## src/rtl/g802_pkg.sv

```systemverilog
package g802_pkg;
  localparam int SLOT_W        = 8;
  localparam int E1_SLOTS      = 32;
  localparam int E1_BITS       = E1_SLOTS * SLOT_W;
  localparam int POS_W         = $clog2(E1_BITS);
  localparam int SLOT_IDX_W    = $clog2(E1_SLOTS);
  localparam int T1_OCT_NORM   = 24;
  localparam int T1_OCT_ISDN   = 23;
  localparam int T1_BITS_NORM  = 1 + T1_OCT_NORM * SLOT_W;
  localparam int T1_BITS_ISDN  = 1 + T1_OCT_ISDN * SLOT_W;
  localparam int IDX_W         = $clog2(T1_BITS_NORM);
  localparam int LOW_SLOTS     = 15;
  localparam int SIG_SLOT      = LOW_SLOTS + 1;
  localparam int FSLOT_NORM    = T1_OCT_NORM + 2;
  localparam int FSLOT_ISDN    = T1_OCT_ISDN + 2;
  localparam int NUM_BANKS     = 2;
  localparam int BANK_W        = $clog2(NUM_BANKS);
endpackage

```

## src/rtl/g802_frame_ram.sv

```systemverilog
module g802_frame_ram #(
  parameter int ADDR_W = 9
) (
  input  logic              clk,
  input  logic              we,
  input  logic [ADDR_W-1:0] waddr,
  input  logic              wdata,
  input  logic [ADDR_W-1:0] raddr,
  output logic              rdata
);
  localparam int DEPTH = 1 << ADDR_W;

  logic mem [DEPTH];

  always_ff @(posedge clk) begin
    if (we) mem[waddr] <= wdata;
  end

  assign rdata = mem[raddr];
endmodule

```

## src/rtl/g802_t1_writer.sv

```systemverilog
module g802_t1_writer
  import g802_pkg::*;
#(
  parameter int W_IDX     = IDX_W,
  parameter int BITS_NORM = T1_BITS_NORM,
  parameter int BITS_ISDN = T1_BITS_ISDN
) (
  input  logic             clk,
  input  logic             rst,
  input  logic             t1_en,
  input  logic             t1_fp,
  input  logic             t1_bit,
  input  logic             isdn_sel,
  output logic             start_o,
  output logic             we_o,
  output logic [W_IDX-1:0] widx_o,
  output logic             wbit_o,
  output logic             done_o,
  output logic             frame_isdn_o,
  output logic             active_o
);
  localparam logic [W_IDX-1:0] LAST_NORM = W_IDX'(BITS_NORM - 1);
  localparam logic [W_IDX-1:0] LAST_ISDN = W_IDX'(BITS_ISDN - 1);

  logic             active_q;
  logic [W_IDX-1:0] idx_q;
  logic             isdn_q;
  logic [W_IDX-1:0] last_idx;
  logic             step;

  assign last_idx = isdn_q ? LAST_ISDN : LAST_NORM;
  assign start_o  = t1_en & t1_fp;
  assign step     = t1_en & ~t1_fp & active_q;
  assign we_o     = start_o | step;
  assign widx_o   = start_o ? '0 : idx_q;
  assign wbit_o   = t1_bit;
  assign done_o   = step & (idx_q == last_idx);
  assign frame_isdn_o = isdn_q;
  assign active_o = active_q;

  always_ff @(posedge clk) begin
    if (rst) begin
      active_q <= 1'b0;
      idx_q    <= '0;
      isdn_q   <= 1'b0;
    end else if (start_o) begin
      active_q <= 1'b1;
      idx_q    <= W_IDX'(1);
      isdn_q   <= isdn_sel;
    end else if (step) begin
      if (done_o) begin
        active_q <= 1'b0;
        idx_q    <= '0;
      end else begin
        idx_q    <= idx_q + 1'b1;
      end
    end
  end

  // bit counter never runs beyond the last bit of the latched layout
  p_idx_bound_r1: assert property (@(posedge clk) disable iff (rst)
    active_q |-> (idx_q <= last_idx));

  // latched layout only moves at a frame pulse
  p_mode_hold_r8: assert property (@(posedge clk) disable iff (rst)
    !start_o |=> (isdn_q == $past(isdn_q)));

  // a new pulse always restarts the count just after the framing bit
  p_restart_r9: assert property (@(posedge clk) disable iff (rst)
    start_o |=> (active_q && idx_q == W_IDX'(1)));
endmodule

```

## src/rtl/g802_bank_ctrl.sv

```systemverilog
module g802_bank_ctrl (
  input  logic clk,
  input  logic rst,
  input  logic t1_start,
  input  logic t1_done,
  input  logic done_isdn,
  input  logic wr_active,
  input  logic e1_frame,
  output logic wr_sel_o,
  output logic rd_bank_o,
  output logic rd_valid_o,
  output logic rd_isdn_o,
  output logic underrun_o
);
  logic       rd_q;
  logic       wr_q;
  logic       pend_q;
  logic       valid_q;
  logic       under_q;
  logic [1:0] bank_isdn_q;
  logic       take;
  logic       rd_nxt;

  assign take     = e1_frame & pend_q;
  assign rd_nxt   = take ? ~rd_q : rd_q;
  assign wr_sel_o = t1_start ? ~rd_nxt : wr_q;

  always_ff @(posedge clk) begin
    if (rst) begin
      rd_q        <= 1'b0;
      wr_q        <= 1'b1;
      pend_q      <= 1'b0;
      valid_q     <= 1'b0;
      under_q     <= 1'b0;
      bank_isdn_q <= '0;
    end else begin
      rd_q <= rd_nxt;
      if (t1_start) wr_q <= ~rd_nxt;
      if (t1_done) begin
        pend_q            <= 1'b1;
        bank_isdn_q[wr_q] <= done_isdn;
      end else if (take || t1_start) begin
        pend_q <= 1'b0;
      end
      if (e1_frame) begin
        valid_q <= take;
        if (!pend_q) under_q <= 1'b1;
      end
    end
  end

  assign rd_bank_o  = rd_q;
  assign rd_valid_o = valid_q;
  assign rd_isdn_o  = bank_isdn_q[rd_q];
  assign underrun_o = under_q;

  // a waiting frame only exists while the writer is idle
  p_pend_idle_r10: assert property (@(posedge clk) disable iff (rst)
    pend_q |-> !wr_active);

  // taking a frame swaps banks and consumes it
  p_take_swap_r7: assert property (@(posedge clk) disable iff (rst)
    take |=> (rd_q != $past(rd_q)) && !pend_q && valid_q);

  // a starved frame boundary raises underrun and blanks the frame
  p_starve_r6: assert property (@(posedge clk) disable iff (rst)
    (e1_frame && !pend_q) |=> (under_q && !valid_q));

  // underrun is sticky
  p_sticky_r6: assert property (@(posedge clk) disable iff (rst)
    under_q |=> under_q);
endmodule

```

## src/rtl/g802_e1_reader.sv

```systemverilog
module g802_e1_reader
  import g802_pkg::*;
#(
  parameter int W_POS  = POS_W,
  parameter int W_IDX  = IDX_W,
  parameter int W_SLOT = SLOT_IDX_W
) (
  input  logic             clk,
  input  logic             rst,
  input  logic             e1_en,
  input  logic             e1_fp,
  input  logic             rd_valid,
  input  logic             rd_isdn,
  input  logic             rdata,
  output logic [W_IDX-1:0] ridx_o,
  output logic             e1_bit_o
);
  localparam int               SB_W     = W_POS - W_SLOT;
  localparam logic [W_SLOT-1:0] LOW_LAST = W_SLOT'(LOW_SLOTS);
  localparam logic [W_SLOT-1:0] SIG      = W_SLOT'(SIG_SLOT);
  localparam logic [W_SLOT-1:0] FS_NORM  = W_SLOT'(FSLOT_NORM);
  localparam logic [W_SLOT-1:0] FS_ISDN  = W_SLOT'(FSLOT_ISDN);
  localparam logic [W_POS-1:0]  OFF_LO   = W_POS'(SLOT_W - 1);
  localparam logic [W_POS-1:0]  OFF_HI   = W_POS'(2 * SLOT_W - 1);

  logic [W_POS-1:0]  pos_q;
  logic [W_POS-1:0]  pos_nxt;
  logic [W_SLOT-1:0] slot;
  logic [SB_W-1:0]   sbit;
  logic [W_SLOT-1:0] fslot;
  logic              hit;
  logic [W_POS-1:0]  t1_pos;
  logic              bit_q;

  assign pos_nxt = e1_fp ? '0 : pos_q + 1'b1;
  assign slot    = pos_nxt[W_POS-1:SB_W];
  assign sbit    = pos_nxt[SB_W-1:0];
  assign fslot   = rd_isdn ? FS_ISDN : FS_NORM;

  always_comb begin
    hit    = 1'b0;
    t1_pos = '0;
    if (slot != '0 && slot <= LOW_LAST) begin
      hit    = 1'b1;
      t1_pos = pos_nxt - OFF_LO;
    end else if (slot > SIG && slot < fslot) begin
      hit    = 1'b1;
      t1_pos = pos_nxt - OFF_HI;
    end else if (slot == fslot && sbit == '0) begin
      hit    = 1'b1;
      t1_pos = '0;
    end
  end

  assign ridx_o = W_IDX'(t1_pos);

  always_ff @(posedge clk) begin
    if (rst) begin
      pos_q <= '0;
      bit_q <= 1'b0;
    end else if (e1_en) begin
      pos_q <= pos_nxt;
      bit_q <= (rd_valid && hit) ? rdata : 1'b0;
    end
  end

  assign e1_bit_o = bit_q;

  // fixed empty slots always come out as zero
  p_fixed_zero_r4: assert property (@(posedge clk) disable iff (rst)
    (e1_en && (slot == '0 || slot == SIG || slot > fslot)) |=> !bit_q);

  // a frame with no bank behind it is all zero
  p_empty_zero_r6: assert property (@(posedge clk) disable iff (rst)
    (e1_en && !rd_valid) |=> !bit_q);

  // output holds while the E1 enable is low
  p_hold_r5: assert property (@(posedge clk) disable iff (rst)
    !e1_en |=> $stable(bit_q));

  // position restarts at every frame pulse
  p_pos_sync_r5: assert property (@(posedge clk) disable iff (rst)
    (e1_en && e1_fp) |=> (pos_q == '0));
endmodule

```

## src/rtl/t1e1_g802_mapper.sv

```systemverilog
module t1e1_g802_mapper
  import g802_pkg::*;
#(
  parameter int W_IDX = IDX_W,
  parameter int W_POS = POS_W
) (
  input  logic clk,
  input  logic rst,
  input  logic isdn_mode_i,
  input  logic t1_en_i,
  input  logic t1_fp_i,
  input  logic t1_bit_i,
  input  logic e1_en_i,
  input  logic e1_fp_i,
  output logic e1_bit_o,
  output logic underrun_o
);
  localparam int ADDR_W = W_IDX + BANK_W;

  logic             t1_start;
  logic             t1_we;
  logic [W_IDX-1:0] t1_widx;
  logic             t1_wbit;
  logic             t1_done;
  logic             t1_isdn;
  logic             t1_active;
  logic             wr_sel;
  logic             rd_bank;
  logic             rd_valid;
  logic             rd_isdn;
  logic [W_IDX-1:0] rd_idx;
  logic             ram_q;
  logic             e1_frame;

  assign e1_frame = e1_en_i & e1_fp_i;

  g802_t1_writer #(.W_IDX(W_IDX)) u_writer (
    .clk          (clk),
    .rst          (rst),
    .t1_en        (t1_en_i),
    .t1_fp        (t1_fp_i),
    .t1_bit       (t1_bit_i),
    .isdn_sel     (isdn_mode_i),
    .start_o      (t1_start),
    .we_o         (t1_we),
    .widx_o       (t1_widx),
    .wbit_o       (t1_wbit),
    .done_o       (t1_done),
    .frame_isdn_o (t1_isdn),
    .active_o     (t1_active)
  );

  g802_bank_ctrl u_banks (
    .clk        (clk),
    .rst        (rst),
    .t1_start   (t1_start),
    .t1_done    (t1_done),
    .done_isdn  (t1_isdn),
    .wr_active  (t1_active),
    .e1_frame   (e1_frame),
    .wr_sel_o   (wr_sel),
    .rd_bank_o  (rd_bank),
    .rd_valid_o (rd_valid),
    .rd_isdn_o  (rd_isdn),
    .underrun_o (underrun_o)
  );

  g802_frame_ram #(.ADDR_W(ADDR_W)) u_ram (
    .clk   (clk),
    .we    (t1_we),
    .waddr ({wr_sel, t1_widx}),
    .wdata (t1_wbit),
    .raddr ({rd_bank, rd_idx}),
    .rdata (ram_q)
  );

  g802_e1_reader #(.W_POS(W_POS), .W_IDX(W_IDX)) u_reader (
    .clk      (clk),
    .rst      (rst),
    .e1_en    (e1_en_i),
    .e1_fp    (e1_fp_i),
    .rd_valid (rd_valid),
    .rd_isdn  (rd_isdn),
    .rdata    (ram_q),
    .ridx_o   (rd_idx),
    .e1_bit_o (e1_bit_o)
  );

  // the bank being written never coincides with the bank being read mid-frame
  p_bank_split_r5: assert property (@(posedge clk) disable iff (rst)
    (t1_we && !t1_start && rd_valid) |-> (wr_sel != rd_bank));

  // outputs are quiet in the first cycle after reset
  p_reset_quiet_r11: assert property (@(posedge clk)
    $past(rst) |-> (!e1_bit_o && !underrun_o));
endmodule

```

## config.mk

```make
export PLATFORM = sky130hd
export DESIGN_NAME = t1e1_g802_mapper
export DESIGN_NICKNAME = d
export VERILOG_FILES = /design/src/rtl/g802_pkg.sv /design/src/rtl/g802_frame_ram.sv /design/src/rtl/g802_t1_writer.sv /design/src/rtl/g802_bank_ctrl.sv /design/src/rtl/g802_e1_reader.sv /design/src/rtl/t1e1_g802_mapper.sv
export SDC_FILE = /design/constraint.sdc
export NUM_CORES = 1
export LEC_CHECK = 0
export BUFFER_PORTS_ARGS = -buffer_cell sky130_fd_sc_hd__buf_2
export CAP_MARGIN = 20
export CORE_ASPECT_RATIO = 0.7
export CORE_UTILIZATION = 59
export CTS_BUF_LIST = sky130_fd_sc_hd__clkbuf_4 sky130_fd_sc_hd__clkbuf_8
export DETAILED_ROUTE_END_ITERATION = 8
export HOLD_SLACK_MARGIN = 0.08
export PLACE_DENSITY = 0.75
export SLEW_MARGIN = 0
export SYNTH_ARGS = -nofsm -noshare
export SYNTH_HDL_FRONTEND = slang
export SYNTH_SLANG_ARGS = --single-unit
```

## constraint.sdc

```tcl
create_clock -name clk -period 4.3 [get_ports clk]
set_clock_uncertainty 0.15 [all_clocks]
set_input_delay 0.86 -clock clk [delete_from_list [all_inputs] [get_ports clk]]
set_output_delay 0.86 -clock clk [all_outputs]
set_load 0.05 [all_outputs]
```

### After elaboration in Yosys (flattened, before gate mapping)

Memories as Yosys holds them, arrays and structs flattened.
Cells that the tools add are included.
W data, S select, Z words.

* register bits after elaboration: 26
* RAM bits: 512
* input port bits: 8
* output and inout bits: 2
* word-level logic and storage cells: 77
* memories kept: 1

Memories
* u_ram.mem: words 512, bits a word 1, read ports 1, clocked after Yosys merged registers in 0, write ports 1, line g802_frame_ram.sv:13 `logic mem [DEPTH];`

* add/sub/neg operators: 4
* magnitude comparators: 6
* eq/ne operators: 2
* multiplexer cells: 27
* bitwise logic cells: 11
* reduce and logical (&&, ||, !) cells: 14

Operators with widths (number)
* $mux W8: 5
* $mux W1: 18
* $add A8 B1 Y8 const B: 2
* $eq A8 B8 Y1: 1
* $sub A8 B3 Y8 const B: 1
* $sub A8 B4 Y8 const B: 1
* $mux W7: 1
* $and A1 B1 Y1: 6
* $reduce_bool A2 Y1: 3
* $eq A5 B5 Y1: 1
* $gt A5 B5 Y1 const B: 1
* $le A5 B4 Y1 const B: 1
* $logic_and A1 B1 Y1: 5
* $lt A5 B5 Y1: 1
* $reduce_bool A5 Y1: 1
* $lt A1 B2 Y1 const B: 2
* $not A1 Y1: 4
* $reduce_and A2 Y1: 2
* $logic_not A3 Y1: 1
* $bwmux W2: 1
* $mux W2: 1
* $reduce_or A2 Y1: 1
* $demux W1 S1: 1
* $ge A1 B1 Y1 const B: 1
* 2 further kinds: 2

### Logic depth before layout (Yosys ltp)

* depth after elaboration: 10
* depth in mapped cells: 20
* depth with buffers taken out: 16

### By module

From an unflattened synthesis, not the netlist that was laid out.

* cells, all modules: 1834
* area total of the unflattened synthesis: 24370.9 um^2

Modules (own cells, without submodules)
* g802_frame_ram: times used 1, cells an instance 1614, area an instance 22589.2 um^2, seq. area each 15374.7 um^2
* g802_e1_reader: times used 1, cells an instance 121, area an instance 890.9 um^2, seq. area each 180.2 um^2
* g802_t1_writer: times used 1, cells an instance 69, area an instance 615.6 um^2, seq. area each 200.2 um^2
* g802_bank_ctrl: times used 1, cells an instance 29, area an instance 269.0 um^2, seq. area each 140.1 um^2
* t1e1_g802_mapper: times used 1, cells an instance 1, area an instance 6.3 um^2, seq. area each 0.0 um^2

### Worst setup path before layout

No wires, ideal clock.

* kind: input to register
* start: input e1_fp_i
* end: register u_reader.bit_q, in the netlist u_reader.e1_bit_o
* setup time: 0.122 ns
* arrival: 4.323 ns
* required time: 4.028 ns
* slack: -0.295 ns
* stages: 17
* buffers on the path: 4
* cell sequence: buf_2 > inv_2 > nand2_1 > clkinv_1 > clkbuf_1 > ha_1 > xnor2_1 > a2111oi_4 > buf_2 > buf_2 > mux2i_1 > o22ai_1 > a211oi_1 > nor3_1 > nor4_1 > a21oi_1 > a311o_1

* word-level cells in the longest chain between the ends: 8
* elaborated cells between the ends (all ways): 20
* those cells by class: add/sub (2); order compare (3); eq/ne (1); mux (7); reduce/logical (6); memory (1)

RTL lines
* start, declared: line t1e1_g802_mapper.sv:14 `input logic e1_fp_i,`
* $mux W8 *: line g802_e1_reader.sv:35 `assign pos_nxt = e1_fp ? '0 : pos_q + 1'b1;`
* named net u_reader.pos_nxt[0]: line g802_e1_reader.sv:27 `logic [W_POS-1:0] pos_nxt;`
* branches (longest 6 deep; another with $sub A8 B4 Y8)
* $mux W1 *: line g802_e1_reader.sv:63 `bit_q <= (rd_valid && hit) ? rdata : 1'b0;`
* end signal, assigned: line g802_e1_reader.sv:63
* end, declared: line g802_e1_reader.sv:33 `logic bit_q;`

Mark *: on every way through the listed nets, which the timed path passes.
A chain may end at the register's enable or synchronous reset.

### Worst setup path in the final report

* start: register u_reader.pos_q[0]
* end: register u_reader.bit_q, in the netlist u_reader.e1_bit_o

* word-level cells in the longest chain between the ends: 9
* elaborated cells between the ends (all ways): 21
* those cells by class: add/sub (3); order compare (3); eq/ne (1); mux (7); reduce/logical (6); memory (1)

RTL lines
* start, declared: line g802_e1_reader.sv:26 `logic [W_POS-1:0] pos_q;`
* start signal, assigned: line g802_e1_reader.sv:62 `pos_q <= pos_nxt;`
* $add A8 B1 Y8 *: line g802_e1_reader.sv:35
* $mux W8 *: line g802_e1_reader.sv:35
* branches (longest 6 deep; another with $sub A8 B4 Y8)
* $mux W1 *: line g802_e1_reader.sv:63

Every way passes the cells marked *.

==> flow_summary.toml <==
[status]
status = "complete, but fails checks"
failed_checks = "setup timing"

[grt]
grt_antenna_before_repair = 1
grt.overflow.total = 0
grt_max_degree = 135
grtUsageTotal = 0.3612
grt_pass1_vias = 17700
grt_first_pass_wirelength_um = 106500

[synthesis]
synthXorXnorAreaFrac = 0.006770
ys_async_sr_fraction = 0
synth.area.mux_share = 0.03503
commonest_register_cell_after_synthesis = "edfxtp_1"
ys_warn_count = 0
syn_inst = 2174
synthAdderAreaFrac = 0.003761
synth_top_family_by_area = "simple AND/OR/NAND/NOR gates"
post_synthesis_instance_area_um2 = 23290
synth_enable_flop_cells = 480
mean_syn_cell_area_um2 = 10.71
synth_cell_types = 66
synth_seq_area_share = 0.6413
compound_cell_area_share_of_the_yosys_netlist = 0.08484
synth.area.top_cells = "edfxtp_1 (62%), nor2_1 (8.6%), nand2_1 (5.8%)"
synth.net_count = 2189
synth_largest_area_cell = "edfxtp_1"
yosys.area_share.simple = 0.1920
synthDominantCellAreaShare = 0.6190
count_of_state_elements_after_synthesis = 506

[worst_setup_path]
critPathCaptureType = "register"
path_cells = "buf_6 > and3_4 > mux2_4 > inv_4 > ha_4 > inv_2 > a21oi_4 > nand3_4 > a2111oi_4 > buf_6 > buf_12 > buf_12 > buf_12 > a2111oi_0 > nor3_1 > o21ai_1 > a311oi_2 > o2111ai_2 > a211oi_4 > a311o_1"
r2r_end = "u_reader.e1_bit_o"
critPathSlowestCell = "a2111oi_4"
critical-path-top-cell-by-count = "buf_12"
timing.setup.critical_path_class = "reg2reg"
required_ps = 4740
critical_path.startpoint = "u_reader.pos_q[0]"
r2r_cells = 20
crit_path_start_kind = "register"
r2r_setup_slack_ps = -6
worst_flop_to_flop_path_startpoint = "u_reader.pos_q[0]"
cpPeakStageDelay_ps = 400
worst-path-max-fanout = 16
crit_arrival_ps = 4750

[power]
power_leakage_nw = 8.811
peakVddDrop_mv = 0.3252
power_density_nw_per_um2 = 348.0

[layout]
fin_nets = 2327
area_delta_synth_final_pct = 16.71
top_library_cells_by_usage_in_the_layout_fill_and_taps_aside = "nor2_1 (532), edfxtp_1 (480), nand2_1 (356)"
drive_above_1_share = 0.1836
final_design_area_no_fill_um2 = 27180
mostFrequentLayoutCell = "nor2_1"

[clocking]
cts.sinks = 506
tritoncts.num_buffers = 75
tritoncts_clock_tree = "done"
hold_buffers = 0
clk-insertion-delay-late_ps = 660
ctsLongestPathBuffers = 3
htree_num_levels = 3
cts_root_buf = "clkbuf_8"
clk_pin_slew_worst_paths_ps = 70

[sta]
timing_worst_slew_pin_value_ps = 970.1
period_share = 1.001
setup_viol = 1
grt_setup_unrepaired = "yes"
hold_viol_final = 0
aggregate_negative_setup_slack_ps = -5.564
maxSlewHeadroom = 0.3518
max_freq_ghz = 0.2323
timing.final.crit_period_ps = 4306
postLayoutSetupSlackWorst_ps = -5.564
final_max_slew_viols = 0

[drt]
routed-wl-met2_um = 31200
drt_first_iter_violations = 3068
top_signal_layer_used = "met5"
wl_per_cell_um = 25.12
drtPass1Iterations = 6
ant_nets = 0
met3WireLength_um = 11380
drc = 0
met1_length_um = 27250
routed_wirelength_um = 72670
via_per_inst = 6.491
route.vias.total = 18780

[floorplan]
placementRows = 60
chipHeight_um = 168.2
dieArea_um2 = 40280
die_x_um = 239.5
floorplan.initialDensity = 0.6023
ioPinCount = 10
placeableCoreArea_um2 = 38660

[place]
final_weighted_congestion_in_routability_driven_placement = 0.9515
post_placement_cell_area_um2 = 25160
dp_hpwl_um = 43100
numPortBuffers = 9

[worst_hold_path]
timing.hold.worst_endpoint = "u_writer.frame_isdn_o"
holdCritPathClass = "in2reg"
min_from = "isdn_mode_i"
worst_hold_path.num_cells = 3

[flow_run]
maxCapViolations = 0
==> critical path: cells and delay by family (launching register included) <==
kind | cells | cell delay, ps
AOI/OAI and AO/OA | 8 | 1820
adders and majority gates | 1 | 120
buffers and inverters | 7 | 900
DFF | 1 | 370
muxes | 1 | 330
and+or+nand+nor | 3 | 550
==> power by group <==
group          total, W  internal (W)  switching (W)
clock network   0.00381       0.00195        0.00186
registers       0.00539       0.00539     0.00000424
logic          0.000256     0.0000589       0.000197
==> Yosys cell counts, types with 10 or more instances <==
library cell / instances
o21ai_0: 21
a221oi_1: 19
nand3_1: 85
inv_1: 11
a21oi_1: 82
nor4_1: 11
o22ai_1: 11
buf_2: 48
clkbuf_1: 121
o221ai_1: 10
and3_1: 22
a311oi_1: 14
dfxtp_1: 26
edfxtp_1: 480
mux2i_1: 68
a31oi_1: 37
a211oi_1: 17
nor2_1: 532
nand4_1: 14
nor3_1: 31
nand2_1: 357
==> sequential cells by signal, summed over array words and instances (netlist names) <==
signal / count
u_banks.bank_isdn_q: 2
u_banks.pend_q: 1
u_banks.rd_bank_o: 1
u_banks.rd_valid_o: 1
u_banks.underrun_o: 1
u_banks.wr_q: 1
u_ram.mem: 480
u_reader.e1_bit_o: 1
u_reader.pos_q: 8
u_writer.active_o: 1
u_writer.frame_isdn_o: 1
u_writer.idx_q: 8
==> cells by family (layout without fill, tap and decap cells) <==
logic type | after synthesis | count (layout)
mux | 76 | 76
fa+ha+maj | 7 | 7
other cells | 0 | 2
xor+xnor | 18 | 18
flops | 506 | 506
simple gates | 1089 | 1089
buf+inv | 198 | 388
compound gates | 280 | 280
==> stage by stage <==
| step | hold WS [ps] | utilization | cells | setup slack (ps) | power [W] |
|---|---|---|---|---|---|
| floorplan | 282.9 | - | 2174 | 29.73 | 0.005588 |
| global placement | 294.1 | 0.6508 | 2737 | -666.7 | 0.005728 |
| detailed placement | 306.6 | 0.6508 | 2737 | -674.5 | 0.005734 |
| CTS | 284.1 | 0.6926 | 2871 | 1.379 | 0.009457 |
| global route | 313.5 | 0.7029 | 2891 | -88.72 | 0.009681 |
| finish | 304.1 | 0.7030 | 2893 | -5.564 | 0.009459 |
==> metal layers <==
| layer | global-route usage | vias up |
|---|---|---|
| met5 | 0 | - |
| li1 | - | 8014 |
| met2 | 0.5164 | 1496 |
| met3 | 0.1243 | 246 |
| met1 | 0.5051 | 9020 |
| met4 | 0.1488 | 2 |
==> worst max-delay path by stage <==
| stage | to | cells after the start | slack (ps) |
|---|---|---|---|
| floorplan | u_reader.e1_bit_o | 16 | 30 |
| global placement | u_reader.e1_bit_o | 16 | -670 |
| detailed placement | u_reader.e1_bit_o | 17 | -670 |
| CTS | u_reader.e1_bit_o | 20 | 1 |
| global route | u_reader.e1_bit_o | 18 | -90 |
| finish | u_reader.e1_bit_o | 20 | -6 |
==> final cells by class <==
class / instances / area (um2)
Clock buffer: 109 / 1313
Timing Repair Buffer: 246 / 2171
Sequential cell: 506 / 14940
Fill cell: 2849 / 11480
Clock inverter: 20 / 98.84
Multi-Input combinational cell: 1470 / 7940
Tap cell: 527 / 659.4
Antenna cell: 2 / 5.005
Inverter: 13 / 51.30
==> repair_timing <==
item	CTS	global route
gates cloned	2	0
setup endpoints to repair	1	1
gates resized for setup	28	52
pin swaps	13	25
setup buffers	4	20
Power figures use the tool's default switching activity.
